[src/rtl/dcd_pkg.sv]
package dcd_pkg;
  typedef enum logic [2:0] {
    CYC_READ   = 3'd0,
    CYC_EWRITE = 3'd1,
    CYC_RMW    = 3'd2,
    CYC_RONLY  = 3'd3,
    CYC_CBR    = 3'd4,
    CYC_HIDDEN = 3'd5,
    CYC_TEST   = 3'd6
  } cyc_e;

  typedef enum logic [1:0] {
    M_ACC  = 2'd0,
    M_CBR  = 2'd1,
    M_HID  = 2'd2,
    M_TEST = 2'd3
  } mode_e;
endpackage

[src/rtl/dcd_sync.sv]
module dcd_sync #(
  parameter int W = 3
) (
  input  logic         clk_i,
  input  logic         rst_ni,
  input  logic [W-1:0] d_i,
  output logic [W-1:0] lvl_o,
  output logic [W-1:0] fall_o,
  output logic [W-1:0] rise_o
);
  for (genvar g = 0; g < W; g++) begin : g_bit
    logic s1_q, s2_q, s3_q;
    always_ff @(posedge clk_i or negedge rst_ni) begin
      if (!rst_ni) begin
        s1_q <= 1'b1;
        s2_q <= 1'b1;
        s3_q <= 1'b1;
      end else begin
        s1_q <= d_i[g];
        s2_q <= s1_q;
        s3_q <= s2_q;
      end
    end
    assign lvl_o[g]  = s2_q;
    assign fall_o[g] = s3_q & ~s2_q;
    assign rise_o[g] = ~s3_q & s2_q;
  end
endmodule

[src/rtl/dcd_refresh_ctr.sv]
module dcd_refresh_ctr #(
  parameter int W = 12
) (
  input  logic         clk_i,
  input  logic         rst_ni,
  input  logic         inc_i,
  output logic [W-1:0] cnt_o
);
  always_ff @(posedge clk_i or negedge rst_ni) begin
    if (!rst_ni)    cnt_o <= '0;
    else if (inc_i) cnt_o <= cnt_o + 1'b1;
  end
endmodule

[src/rtl/dcd_classifier.sv]
module dcd_classifier
  import dcd_pkg::*;
#(
  parameter int ROW_W    = 12,
  parameter int CNT_W    = 4,
  parameter int SELF_CYC = 10000
) (
  input  logic             clk_i,
  input  logic             rst_ni,
  input  logic             ras_fall_i,
  input  logic             ras_rise_i,
  input  logic             cas_lvl_i,
  input  logic             cas_fall_i,
  input  logic             cas_rise_i,
  input  logic             we_lvl_i,
  input  logic             we_fall_i,
  input  logic [ROW_W-1:0] addr_i,
  input  logic [ROW_W-1:0] ref_row_i,
  output logic             valid_o,
  output logic [2:0]       cycle_o,
  output logic [ROW_W-1:0] row_o,
  output logic [CNT_W-1:0] col_cnt_o,
  output logic             self_ref_o,
  output logic             test_mode_o,
  output logic             read_en_o,
  output logic             ref_inc_o
);
  localparam int LW = $clog2(SELF_CYC + 1);
  localparam logic [LW-1:0] LOW_MAX = LW'(SELF_CYC);

  logic             ras_act_q, ew_q, rmw_q, cas_held_q;
  mode_e            mode_q;
  logic [ROW_W-1:0] row_q;
  logic [CNT_W-1:0] ccnt_q;
  logic [LW-1:0]    low_q;
  cyc_e             cyc_d;
  logic             acc_open;

  always_comb begin
    unique case (mode_q)
      M_CBR:   cyc_d = CYC_CBR;
      M_HID:   cyc_d = CYC_HIDDEN;
      M_TEST:  cyc_d = CYC_TEST;
      default: cyc_d = (ccnt_q == '0) ? CYC_RONLY :
                       rmw_q ? CYC_RMW : ew_q ? CYC_EWRITE : CYC_READ;
    endcase
  end

  assign acc_open = ras_act_q && !ras_fall_i && !ras_rise_i && (mode_q == M_ACC);

  always_ff @(posedge clk_i or negedge rst_ni) begin
    if (!rst_ni) begin
      ras_act_q   <= 1'b0;
      mode_q      <= M_ACC;
      row_q       <= '0;
      ccnt_q      <= '0;
      ew_q        <= 1'b0;
      rmw_q       <= 1'b0;
      low_q       <= '0;
      valid_o     <= 1'b0;
      cycle_o     <= 3'd0;
      row_o       <= '0;
      col_cnt_o   <= '0;
      self_ref_o  <= 1'b0;
      test_mode_o <= 1'b0;
      ref_inc_o   <= 1'b0;
    end else begin
      valid_o   <= 1'b0;
      ref_inc_o <= 1'b0;
      if (ras_fall_i) begin
        ras_act_q <= 1'b1;
        low_q     <= LW'(1);
        ccnt_q    <= '0;
        ew_q      <= 1'b0;
        rmw_q     <= 1'b0;
        if (!cas_lvl_i) begin
          row_q  <= ref_row_i;
          mode_q <= cas_held_q ? M_HID : (!we_lvl_i ? M_TEST : M_CBR);
        end else begin
          row_q  <= addr_i;
          mode_q <= M_ACC;
        end
      end else if (ras_act_q && ras_rise_i) begin
        ras_act_q  <= 1'b0;
        valid_o    <= 1'b1;
        cycle_o    <= cyc_d;
        row_o      <= row_q;
        col_cnt_o  <= ccnt_q;
        self_ref_o <= (mode_q == M_CBR) && (low_q >= LOW_MAX);
        ref_inc_o  <= (mode_q == M_CBR) || (mode_q == M_HID);
        if (mode_q == M_TEST) test_mode_o <= 1'b1;
        else if (cyc_d == CYC_CBR || cyc_d == CYC_RONLY) test_mode_o <= 1'b0;
      end else if (ras_act_q) begin
        if (low_q < LOW_MAX) low_q <= low_q + 1'b1;
        if (cas_fall_i && mode_q == M_ACC) begin
          if (ccnt_q != '1) ccnt_q <= ccnt_q + 1'b1;
          if (ccnt_q == '0) ew_q <= !we_lvl_i;
        end
        if (we_fall_i && !cas_lvl_i && !cas_fall_i && mode_q == M_ACC && ccnt_q != '0)
          rmw_q <= 1'b1;
      end
    end
  end

  // column strobe held low across the row-strobe rise enables a hidden refresh
  always_ff @(posedge clk_i or negedge rst_ni) begin
    if (!rst_ni) cas_held_q <= 1'b0;
    else if (cas_rise_i) cas_held_q <= 1'b0;
    else if (ras_act_q && ras_rise_i && !cas_lvl_i &&
             ((mode_q == M_ACC && ccnt_q != '0) || mode_q == M_HID))
      cas_held_q <= 1'b1;
  end

  always_ff @(posedge clk_i or negedge rst_ni) begin
    if (!rst_ni) read_en_o <= 1'b0;
    else if (cas_rise_i) read_en_o <= 1'b0;
    else if (cas_fall_i && acc_open) read_en_o <= we_lvl_i;
  end
endmodule

[src/rtl/dram_cycle_decoder.sv]
module dram_cycle_decoder #(
  parameter int ROW_W    = 12,
  parameter int CNT_W    = 4,
  parameter int SELF_CYC = 10000
) (
  input  logic             clk_i,
  input  logic             rst_ni,
  input  logic             ras_ni,
  input  logic             cas_ni,
  input  logic             we_ni,
  input  logic [ROW_W-1:0] addr_i,
  output logic             valid_o,
  output logic [2:0]       cycle_o,
  output logic [ROW_W-1:0] row_o,
  output logic [CNT_W-1:0] col_cnt_o,
  output logic             self_ref_o,
  output logic             test_mode_o,
  output logic             read_en_o
);
  localparam int NSTB = 3;
  localparam int I_WE = 0, I_CAS = 1, I_RAS = 2;

  logic [NSTB-1:0]  lvl, fall, rise;
  logic [ROW_W-1:0] ref_row;
  logic             ref_inc;

  dcd_sync #(.W(NSTB)) u_sync (
    .clk_i  (clk_i),
    .rst_ni (rst_ni),
    .d_i    ({ras_ni, cas_ni, we_ni}),
    .lvl_o  (lvl),
    .fall_o (fall),
    .rise_o (rise)
  );

  dcd_refresh_ctr #(.W(ROW_W)) u_ref (
    .clk_i  (clk_i),
    .rst_ni (rst_ni),
    .inc_i  (ref_inc),
    .cnt_o  (ref_row)
  );

  dcd_classifier #(.ROW_W(ROW_W), .CNT_W(CNT_W), .SELF_CYC(SELF_CYC)) u_cls (
    .clk_i       (clk_i),
    .rst_ni      (rst_ni),
    .ras_fall_i  (fall[I_RAS]),
    .ras_rise_i  (rise[I_RAS]),
    .cas_lvl_i   (lvl[I_CAS]),
    .cas_fall_i  (fall[I_CAS]),
    .cas_rise_i  (rise[I_CAS]),
    .we_lvl_i    (lvl[I_WE]),
    .we_fall_i   (fall[I_WE]),
    .addr_i      (addr_i),
    .ref_row_i   (ref_row),
    .valid_o     (valid_o),
    .cycle_o     (cycle_o),
    .row_o       (row_o),
    .col_cnt_o   (col_cnt_o),
    .self_ref_o  (self_ref_o),
    .test_mode_o (test_mode_o),
    .read_en_o   (read_en_o),
    .ref_inc_o   (ref_inc)
  );
endmodule

[config.mk]
export PLATFORM = sky130hd
export DESIGN_NAME = dram_cycle_decoder
export DESIGN_NICKNAME = d
export VERILOG_FILES = /design/src/rtl/dcd_pkg.sv /design/src/rtl/dcd_sync.sv /design/src/rtl/dcd_refresh_ctr.sv /design/src/rtl/dcd_classifier.sv /design/src/rtl/dram_cycle_decoder.sv
export SDC_FILE = /design/constraint.sdc
export NUM_CORES = 1
export LEC_CHECK = 0
export BUFFER_PORTS_ARGS = -buffer_cell sky130_fd_sc_hd__clkbuf_2
export CAP_MARGIN = 20
export CORE_ASPECT_RATIO = 2
export CORE_MARGIN = 2
export CORE_UTILIZATION = 42
export CTS_CLUSTER_SIZE = 25
export DETAILED_ROUTE_END_ITERATION = 10
export GPL_TIMING_DRIVEN = 0
export PLACE_DENSITY = 0.68
export SKIP_LAST_GASP = 1
export SYNTH_ARGS = -nofsm -noshare
export SYNTH_HDL_FRONTEND = slang
export SYNTH_SLANG_ARGS = --single-unit
[constraint.sdc]
create_clock -name clk_i -period 2.1 [get_ports clk_i]
set_clock_uncertainty 0.1 [all_clocks]
set_input_delay 0.63 -clock clk_i [delete_from_list [all_inputs] [get_ports clk_i]]
set_output_delay 0.63 -clock clk_i [all_outputs]
set_load 0.1 [all_outputs]
Word-level counts from Yosys, hierarchy flattened
Cells that the tools add are included.
{"block": "op_classes", "n_mux": 38, "bitwise_logic": 11, "order_cmp": 2, "n_addsub": 3, "eq_ne": 7, "reduce_logical": 41}
{"op": "2-to-1 mux 14 bit", "count": 4}
{"op": "2-to-1 mux 1 bit", "count": 22}
{"op": "2-to-1 mux 4 bit", "count": 5}
{"op": "nonzero test 2 bit", "count": 10}
{"op": "adder 14 x 1 -> 14 bit, second input constant", "count": 1}
{"op": "greater-or-equal comparator 14 bit, second input constant", "count": 1}
{"op": "logical AND 1 bit", "count": 14}
{"op": "less-than comparator 14 bit, second input constant", "count": 1}
{"op": "adder 12 x 1 -> 12 bit, second input constant", "count": 1}
{"op": "2-to-1 mux 12 bit", "count": 1}
{"op": "case mux 3 bit (3 select lines)", "count": 1}
{"op": "AND reduction 3 bit", "count": 3}
{"op": "AND reduction 4 bit", "count": 2}
{"op": "2-to-1 mux 2 bit", "count": 3}
{"op": "2-to-1 mux 3 bit", "count": 2}
{"op": "inverter 1 bit", "count": 6}
{"op": "AND 1 bit", "count": 5}
{"op": "zero test 1 bit", "count": 5}
{"op": "adder 4 x 1 -> 4 bit, second input constant", "count": 1}
{"op": "equality test 2 bit, second input constant", "count": 2}
{"op": "zero test 4 bit", "count": 1}
{"op": "!= test 4 bit, second input constant", "count": 1}
{"op": "nonzero test 4 bit", "count": 1}
{"op": "equality test 3 x 2 -> 1 bit, second input constant", "count": 1}
{"op": "other kinds (6)", "count": 8}
{"block": "totals", "out_inout_bits": 23, "reg_bits": 81}

Longest topological paths before layout
Gate-level depths: netlist of run 1.
{"block": "depth", "word_depth": 10, "depth_mapped": 7}

Hierarchy
From an unflattened synthesis of run 1, not the netlist that was laid out.
{"block": "hier_totals", "hier_cells": 361, "hier_area_um2": 3663.5}
{"module": "dcd_classifier", "area_per_inst_um2": 2825.2, "cells_per_inst": 299, "instances": 1}
{"module": "dcd_refresh_ctr", "area_per_inst_um2": 541.8, "cells_per_inst": 44, "instances": 1}
{"module": "dcd_sync", "area_per_inst_um2": 296.5, "cells_per_inst": 18, "instances": 1}

Worst setup path after synthesis of run 1
Ideal clock, no wire load.
{"block": "synth_timing", "kind": "reg2reg", "from": "register u_cls.mode_q[0]", "to": "register u_cls.ccnt_q[3]", "setup_time_ps": 78, "slack_ps": 160, "t_required_ps": 1922, "stages_incl_launch_ff": 8, "arrival_ps": 1762, "n_path_buf": 1, "path_cell_list": "dfrtp_1 > inv_1 > ha_1 > clkbuf_1 > and3b_1 > nand4_1 > or3_1 > a21oi_1"}
{"block": "synth_between", "elab_chain_len": 4}
{"item": "start: declaration", "line_no": "dcd_classifier.sv:32", "source": "mode_e mode_q;"}
{"item": "start signal: assignment", "line_no": "dcd_classifier.sv:78", "source": "mode_q <= cas_held_q ? M_HID : (!we_lvl_i ? M_TEST : M_CBR);"}
{"item": "zero test 2 bit", "line_no": "dcd_classifier.sv:95", "source": "if (cas_fall_i && mode_q == M_ACC) begin"}
{"item": "logical AND 1 bit", "line_no": "dcd_classifier.sv:95"}
{"item": "nonzero test 2 bit (no source line)"}
{"item": "AND reduction 4 bit (no source line)"}
{"item": "end signal: assignment", "line_no": "dcd_classifier.sv:96", "source": "if (ccnt_q != '1) ccnt_q <= ccnt_q + 1'b1;"}
{"item": "end: declaration", "line_no": "dcd_classifier.sv:34", "source": "logic [CNT_W-1:0] ccnt_q;"}
Every way passes these cells.
A chain may end at the register's enable or synchronous reset.

Worst setup path after layout of run 1
{"block": "layout_timing", "from": "register u_cls.low_q[6]", "to": "register u_cls.low_q[10]"}
{"block": "layout_between", "elab_chain_len": 5, "word_cells_on_any_way": 8, "cone_classes": "add/sub (1); order compare (1); mux (4); reduce/logical (2)"}
{"item": "start: declaration", "line_no": "dcd_classifier.sv:35", "source": "logic [LW-1:0] low_q;"}
{"item": "start signal: assignment", "line_no": "dcd_classifier.sv:94", "source": "if (low_q < LOW_MAX) low_q <= low_q + 1'b1;"}
{"item": "adder 14 x 1 -> 14 bit", "line_no": "dcd_classifier.sv:94"}
{"item": "2-to-1 mux 14 bit", "line_no": "dcd_classifier.sv:94"}
{"item": "2-to-1 mux 14 bit", "line_no": "dcd_classifier.sv:93", "source": "end else if (ras_act_q) begin"}
{"item": "2-to-1 mux 14 bit", "line_no": "dcd_classifier.sv:83", "source": "end else if (ras_act_q && ras_rise_i) begin"}
{"item": "2-to-1 mux 14 bit", "line_no": "dcd_classifier.sv:70", "source": "if (ras_fall_i) begin"}
Parallel ways exist; a longest one is shown, timed or not. The select of a mux whose other input is x is not followed.

==> results of run 1 <==
## cell families after synthesis
| family | after synthesis | synth area share |
|---|---|---|
| flip-flops | 81 | 0.565 |
| AO/OA/AOI/OAI | 62 | 0.104 |
| multiplexers | 16 | 0.0448 |
| buffers and inverters | 33 | 0.0378 |
| AND/OR/NAND/NOR | 136 | 0.183 |
| XOR/XNOR | 13 | 0.0316 |
| adder cells (fa/ha/maj) | 10 | 0.0340 |
## per-layer routing
layer	GRT usage	vias to the layer above	wire length [um]
met1	0.189	1355	3070
li1	-	1312	-
met5	0	-	0
met4	0.125	0	299
met2	0.337	50	4530
met3	0.0381	19	279
## layout make-up
class,count,area (um^2)
plain buffers,13,66.3
well taps,98,123
inverters,19,71.3
repair buffers,42,240
fillers,743,4010
clock inverters,5,30.0
multi-input cells,237,1460
flip-flops and latches,81,2040
clock buffers,11,253
## registers in the layout, summed over array words and instances (netlist names)
register,count
u_cls.low_q,14
u_cls.row_o,12
u_cls.row_q,12
u_ref.cnt_o,12
u_cls.ccnt_q,4
u_cls.col_cnt_o,4
u_cls.cycle_o,3
u_sync.g_bit.s1_q,3
u_sync.g_bit.s2_q,3
u_sync.g_bit.s3_q,3
u_cls.mode_q,2
u_cls.cas_held_q,1
u_cls.ew_q,1
u_cls.ras_act_q,1
u_cls.read_en_o,1
u_cls.ref_inc_o,1
u_cls.rmw_q,1
u_cls.self_ref_o,1
u_cls.test_mode_o,1
u_cls.valid_o,1
## placed cells by master (no fill, tap or decap), drive strengths merged, types with 4 or more instances in the layout
| cell type | instances |
|---|---|
| ha | 9 |
| inv | 19 |
| dfrtp | 72 |
| o31ai | 4 |
| or3 | 6 |
| clkbuf | 58 |
| nor2 | 11 |
| and4 | 4 |
| mux2i | 15 |
| dfstp | 9 |
| xnor2 | 11 |
| and3 | 4 |
| nand3 | 11 |
| a21oi | 13 |
| nand2 | 73 |
| nand4 | 9 |
| buf | 8 |
| o21ai | 32 |
## repair_timing
| item | in CTS | in global routing |
|---|---|---|
| buffers inserted | 2 | 0 |
| gates resized for setup | 2 | 9 |
| endpoints found under the setup margin | 14 | 31 |
| pin swaps | 1 | 1 |
## final timing paths
path                                       from                   end  cells past startpoint
max in group asynchronous                rst_ni  u_sync.g_bit[1].s3_q                      2
setup / recovery                 u_cls.low_q[6]       u_cls.low_q[10]                      4
hold / removal                           rst_ni      u_cls.cycle_o[1]                      1
hold reg to reg            u_sync.g_bit[2].s1_q  u_sync.g_bit[2].s2_q                      0
setup reg to reg                 u_cls.low_q[6]       u_cls.low_q[10]                      4
min in group clk_i         u_sync.g_bit[2].s1_q  u_sync.g_bit[2].s2_q                      0
## power groups by stage
stage,combinational (mW),clock [mW],sequential [mW]
6_report,1.10,1.45,1.91
5_1_grt,1.19,1.55,1.94
4_1_cts,1.10,1.48,1.91
3_5_place_dp,1.10,0,1.94
3_3_place_gp,1.07,0,1.93
2_1_floorplan,0.310,0,2.45
## per-stage QoR
step / utilization / area, um^2 / worst slack, ns / hold slack, ns
after floorplan: - / 3610 / 0.160 / 0.234
after global placement: 0.473 / 3920 / -0.468 / 0.246
after detailed placement: 0.477 / 3950 / -0.165 / 0.252
after CTS: 0.513 / 4250 / 0.00345 / 0.0751
after global routing: 0.516 / 4280 / 0.0198 / 0.0824
final: 0.516 / 4280 / 0.115 / 0.0777
## worst max-delay path, stage by stage, from the launching register on
cell and delay (ns):
dfrtp_1 0.48, nor4_4 0.35, o2111ai_2 0.25, or4_1 0.56
a21oi_1 0.17
==> impl_metrics.tcl, run 1 <==
set metrics [dict create \
    status "finished clean" \
    power_frac_seq 0.428 \
    initial_core_util 0.435 \
    portBuffers 39 \
    ys.warnings.count 0 \
    path_clk_slew_ns 0.06 \
    setup_viol 0 \
    comb_power_share 0.247 \
    power_leakage_nw 2.06 \
    fin_crit_sh 0.945 \
    finalMaxSlewViolations 0 \
    synth.cell_area_um2 3610 \
    synth.top_cell.area_share 0.500 \
    p_int_mw 2.85 \
    crit_path_end_kind "flip-flop" \
    avgSynthCellArea_um2 10.3 \
    cts_hold_buf 0 \
    rows 47 \
    tritoncts "yes" \
    antenna_cells 0 \
    die_h_um 135 \
    yosysMostFrequentCell "nand2_1" \
    track_usage 0.186 \
    synthTopCellsByCount "73 x nand2_1, 72 x dfrtp_1, 31 x o21ai_0, 19 x inv_1, 15 x mux2i_1" \
    final-hold-violation-count 0 \
    synth_nets 377 \
    clock_latency_ns 0.33 \
    grt_pass1_vias 2849 \
    drtIter0Drc 127 \
    min_period_ns 1.99 \
    grt_overflow 0 \
    max_freq_mhz 504 \
    htree_levels 3 \
    async_reset_ff_frac 1.00 \
    antenna_found_initial 0 \
    routedWlPerCell_um 16.2 \
    ant_nets 0 \
    cts.sinks 81 \
    ys_seq_elements 81 \
    max-cap-violations 0 \
    dp.cells 489 \
    critPathLaunchType "flip-flop" \
    yosys.area.top_type "dfrtp_1" \
    post_drt_via_cell_ratio 5.41 \
    drive_gt1_frac 0.208 \
    fin_cells 506 \
    die_w_um 69.5 \
    synth-main-ff-cell "dfrtp_1" \
    drtPass1Iterations 4 \
    place_congestion 0.829 \
    relSlewSlack 0.560 \
    syn_inst 351 \
    final.setup.tns_ns 0 \
    r2r_setup_slack_ns 0.11 \
    drc 0 \
    coreArea_um2 8290 \
    grt_max_degree 68 \
    power_mw 4.47 \
    place_hpwl_um 5840 \
    cts.path.max_buffers 2 \
    cp.arrival_ns 2.14 \
    synth_cell_type_count 49 \
    worstMarginPinSlew_ns 0.660 \
    synth_area_leaders "dfrtp_1 50%, nand2_1 7.6%, dfstp_2 6.6%, o21ai_0 4.3%, mux2i_1 4.2%" \
    cts_buffers 9 \
    wirelength_um 8180 \
    die-area_um2 9390 \
    peakVddDrop_v 0.000617 \
    grt_pass1_wl_um 13500 \
    rsz0062_at_grt "false" \
    clock-root-buffer "clkbuf_16" \
    ios 40 \
    synth_edf_count 0 \
    critPathRequiredTime_ns 2.26 \
    hold_class "in2async" \
    worstSetupPathType "reg2reg" \
    nets 429 \
    vias 2736 \
    swShare 0.361 \
    p_sw_mw 1.61 \
    ys_seq_area_frac 0.565 \
    area_delta_synth_final_pct 18.7 \
    clkPwrFrac 0.325 \
    crit_fanout 8 \
    pwr_density_cell_nw_per_um2 1040 \
]
No activity file was read; power rests on OpenSTA's default activity.
==> run 2, diff against run 1 <==
--- a/config.mk
+++ b/config.mk
@@ -10,10 +10,11 @@
 export CORE_ASPECT_RATIO = 2
 export CORE_MARGIN = 2
 export CORE_UTILIZATION = 42
+export CTS_BUF_LIST = sky130_fd_sc_hd__clkbuf_8
 export CTS_CLUSTER_SIZE = 25
 export DETAILED_ROUTE_END_ITERATION = 10
 export GPL_TIMING_DRIVEN = 0
-export PLACE_DENSITY = 0.68
+export PLACE_DENSITY = 0.65
 export SKIP_LAST_GASP = 1
 export SYNTH_ARGS = -nofsm -noshare
 export SYNTH_HDL_FRONTEND = slang
==> constraint.sdc (replaced) <==
create_clock -name clk_i -period 1.99 [get_ports clk_i]
set_clock_uncertainty 0.1 [all_clocks]
set_input_delay 0.597 -clock clk_i [delete_from_list [all_inputs] [get_ports clk_i]]
set_output_delay 0.597 -clock clk_i [all_outputs]
set_load 0.1 [all_outputs]
==> run 2 against run 1 <==
  * Largest cell class unchanged
  * Total power is 5.7% higher
  * Clock power is 7% higher
  * Die area unchanged
  * Largest power group unchanged
  * First-iteration DRC count down 12%
  * Via count is 0.40% lower
==> impl_metrics.tcl, run 2 (synthesis results as in run 1) <==
set metrics [dict create \
    status "finished clean" \
    routedWlPerCell_um 16.4 \
    p_int_mw 3.04 \
    drtPass1Iterations 4 \
    relSlewSlack 0.560 \
    crit_family "buffers and inverters" \
    antenna_found_initial 0 \
    initial_core_util 0.435 \
    ios 40 \
    grt_max_degree 49 \
    worstMarginPinSlew_ns 0.658 \
    grt_overflow 0 \
    die-area_um2 9390 \
    regMostFlops "u_cls.low_q" \
    ant_nets 0 \
    max_freq_mhz 520 \
    place_congestion 0.861 \
    cp_num_buf_inv 1 \
    nets 427 \
    place_hpwl_um 6010 \
    crit_path_end_kind "output pin" \
    crit_chain "clkbuf_2" \
    cts_hold_buf 0 \
    dp.cells 489 \
    p_sw_mw 1.68 \
    cts_buffers 9 \
    finalMaxSlewViolations 0 \
    power_frac_seq 0.427 \
    grt_pass1_wl_um 13800 \
    min_period_ns 1.92 \
    crit_fanout 2 \
    cts.path.max_buffers 2 \
    drc 0 \
    wirelength_um 8240 \
    fin_crit_sh 0.967 \
    clkPwrFrac 0.327 \
    area_delta_synth_final_pct 18.4 \
    power_leakage_nw 2.05 \
    largest_register_ff_count 14 \
    htree_levels 3 \
    gr-usage-met1 0.204 \
    drive_gt1_frac 0.222 \
    clock-root-buffer "clkbuf_8" \
    die_w_um 69.5 \
    final_common_cell "nand2_1" \
    die_h_um 135 \
    post_drt_via_cell_ratio 5.41 \
    rsz0062_at_grt "true" \
    gr-usage-met2 0.349 \
    clock_latency_ns 0.37 \
    grt_pass1_vias 2855 \
    crit_slowest_cell "clkbuf_2" \
    max-cap-violations 0 \
    critPathRequiredTime_ns 1.29 \
    fin_cells 504 \
    swShare 0.357 \
    pwr_density_cell_nw_per_um2 1110 \
    vias 2725 \
    setup_viol 0 \
    cts.sinks 81 \
    hold_class "in2async" \
    max_stage_delay_ns 0.48 \
    drtIter0Drc 112 \
    coreArea_um2 8290 \
    track_usage 0.191 \
    peakVddDrop_v 0.000836 \
    use_met3 0.0216 \
    hold_ws_ns 0.106 \
    path_clk_slew_ns 0.08 \
    rows 47 \
    busiest_layer "met2" \
    final_cell_mix "73 x nand2_1, 70 x dfrtp_1, 43 x clkbuf_2" \
    worstSetupPathType "reg2out" \
    tritoncts "yes" \
    portBuffers 39 \
    antenna_cells 0 \
    final-hold-violation-count 0 \
    comb_power_share 0.245 \
    cp.arrival_ns 1.23 \
    critPathLaunchType "flip-flop" \
]
-- run 2: metal layers --
metal	wire length, um	vias up
met3	196	19
met4	259	0
li1	-	1305
met5	0	-
met2	4650	42
met1	3140	1359
-- run 2: area by class of cell --
class,instances,area [um^2]
inverter,19,71.3
fill,760,4020
timing repair buffer,41,233
multi-input combinational,237,1470
clock buffer,12,165
tap,98,123
sequential,81,2040
buffer,12,66.3
clock inverter,4,97.6
-- run 2: what timing repair did --
action                                  CTS  global route
pin swaps                                 1             1
resized for setup                         6            15
endpoints found under the setup margin   26            38
buffers inserted                          1             0
-- run 2: worst paths after layout --
| kind | start | end | slack (ns) | cells after the start |
|---|---|---|---|---|
| worst max-delay path | u_cls.row_o[4] | row_o[4] | 0.07 | 1 |
| worst min-delay path | rst_ni | u_cls.cycle_o[1] | 0.11 | 1 |
| worst max register to register | u_cls.low_q[7] | u_cls.low_q[9] | 0.08 | 4 |
| worst min register to register | u_sync.g_bit[0].s1_q | u_sync.g_bit[0].s2_q | 0.26 | 0 |
| max in group asynchronous | rst_ni | u_cls.low_q[7] | 1.07 | 2 |
| min in group clk_i | ras_ni | u_sync.g_bit[2].s1_q | 0.20 | 1 |
-- run 2: power groups by stage --
stage                     clock, mW  combinational [mW]  sequential (mW)
after floorplan                   0               0.328             2.59
after global placement            0                1.13             2.03
after detailed placement          0                1.16             2.05
after CTS                      1.58                1.16             2.02
after global routing           1.63                1.24             2.05
final                          1.55                1.16             2.02
-- run 2: through the flow --
step	worst slack, ns	total power, mW	util	area (um^2)	setup TNS, ns
floorplan	0.0501	2.92	-	3610	0
global route	-0.00908	4.92	0.515	4270	-0.00908
global placement	-0.571	3.16	0.473	3920	-42.45
finish	0.0662	4.72	0.515	4270	0
CTS	-0.0219	4.76	0.510	4230	-0.0380
detailed placement	-0.236	3.20	0.477	3950	-1.22
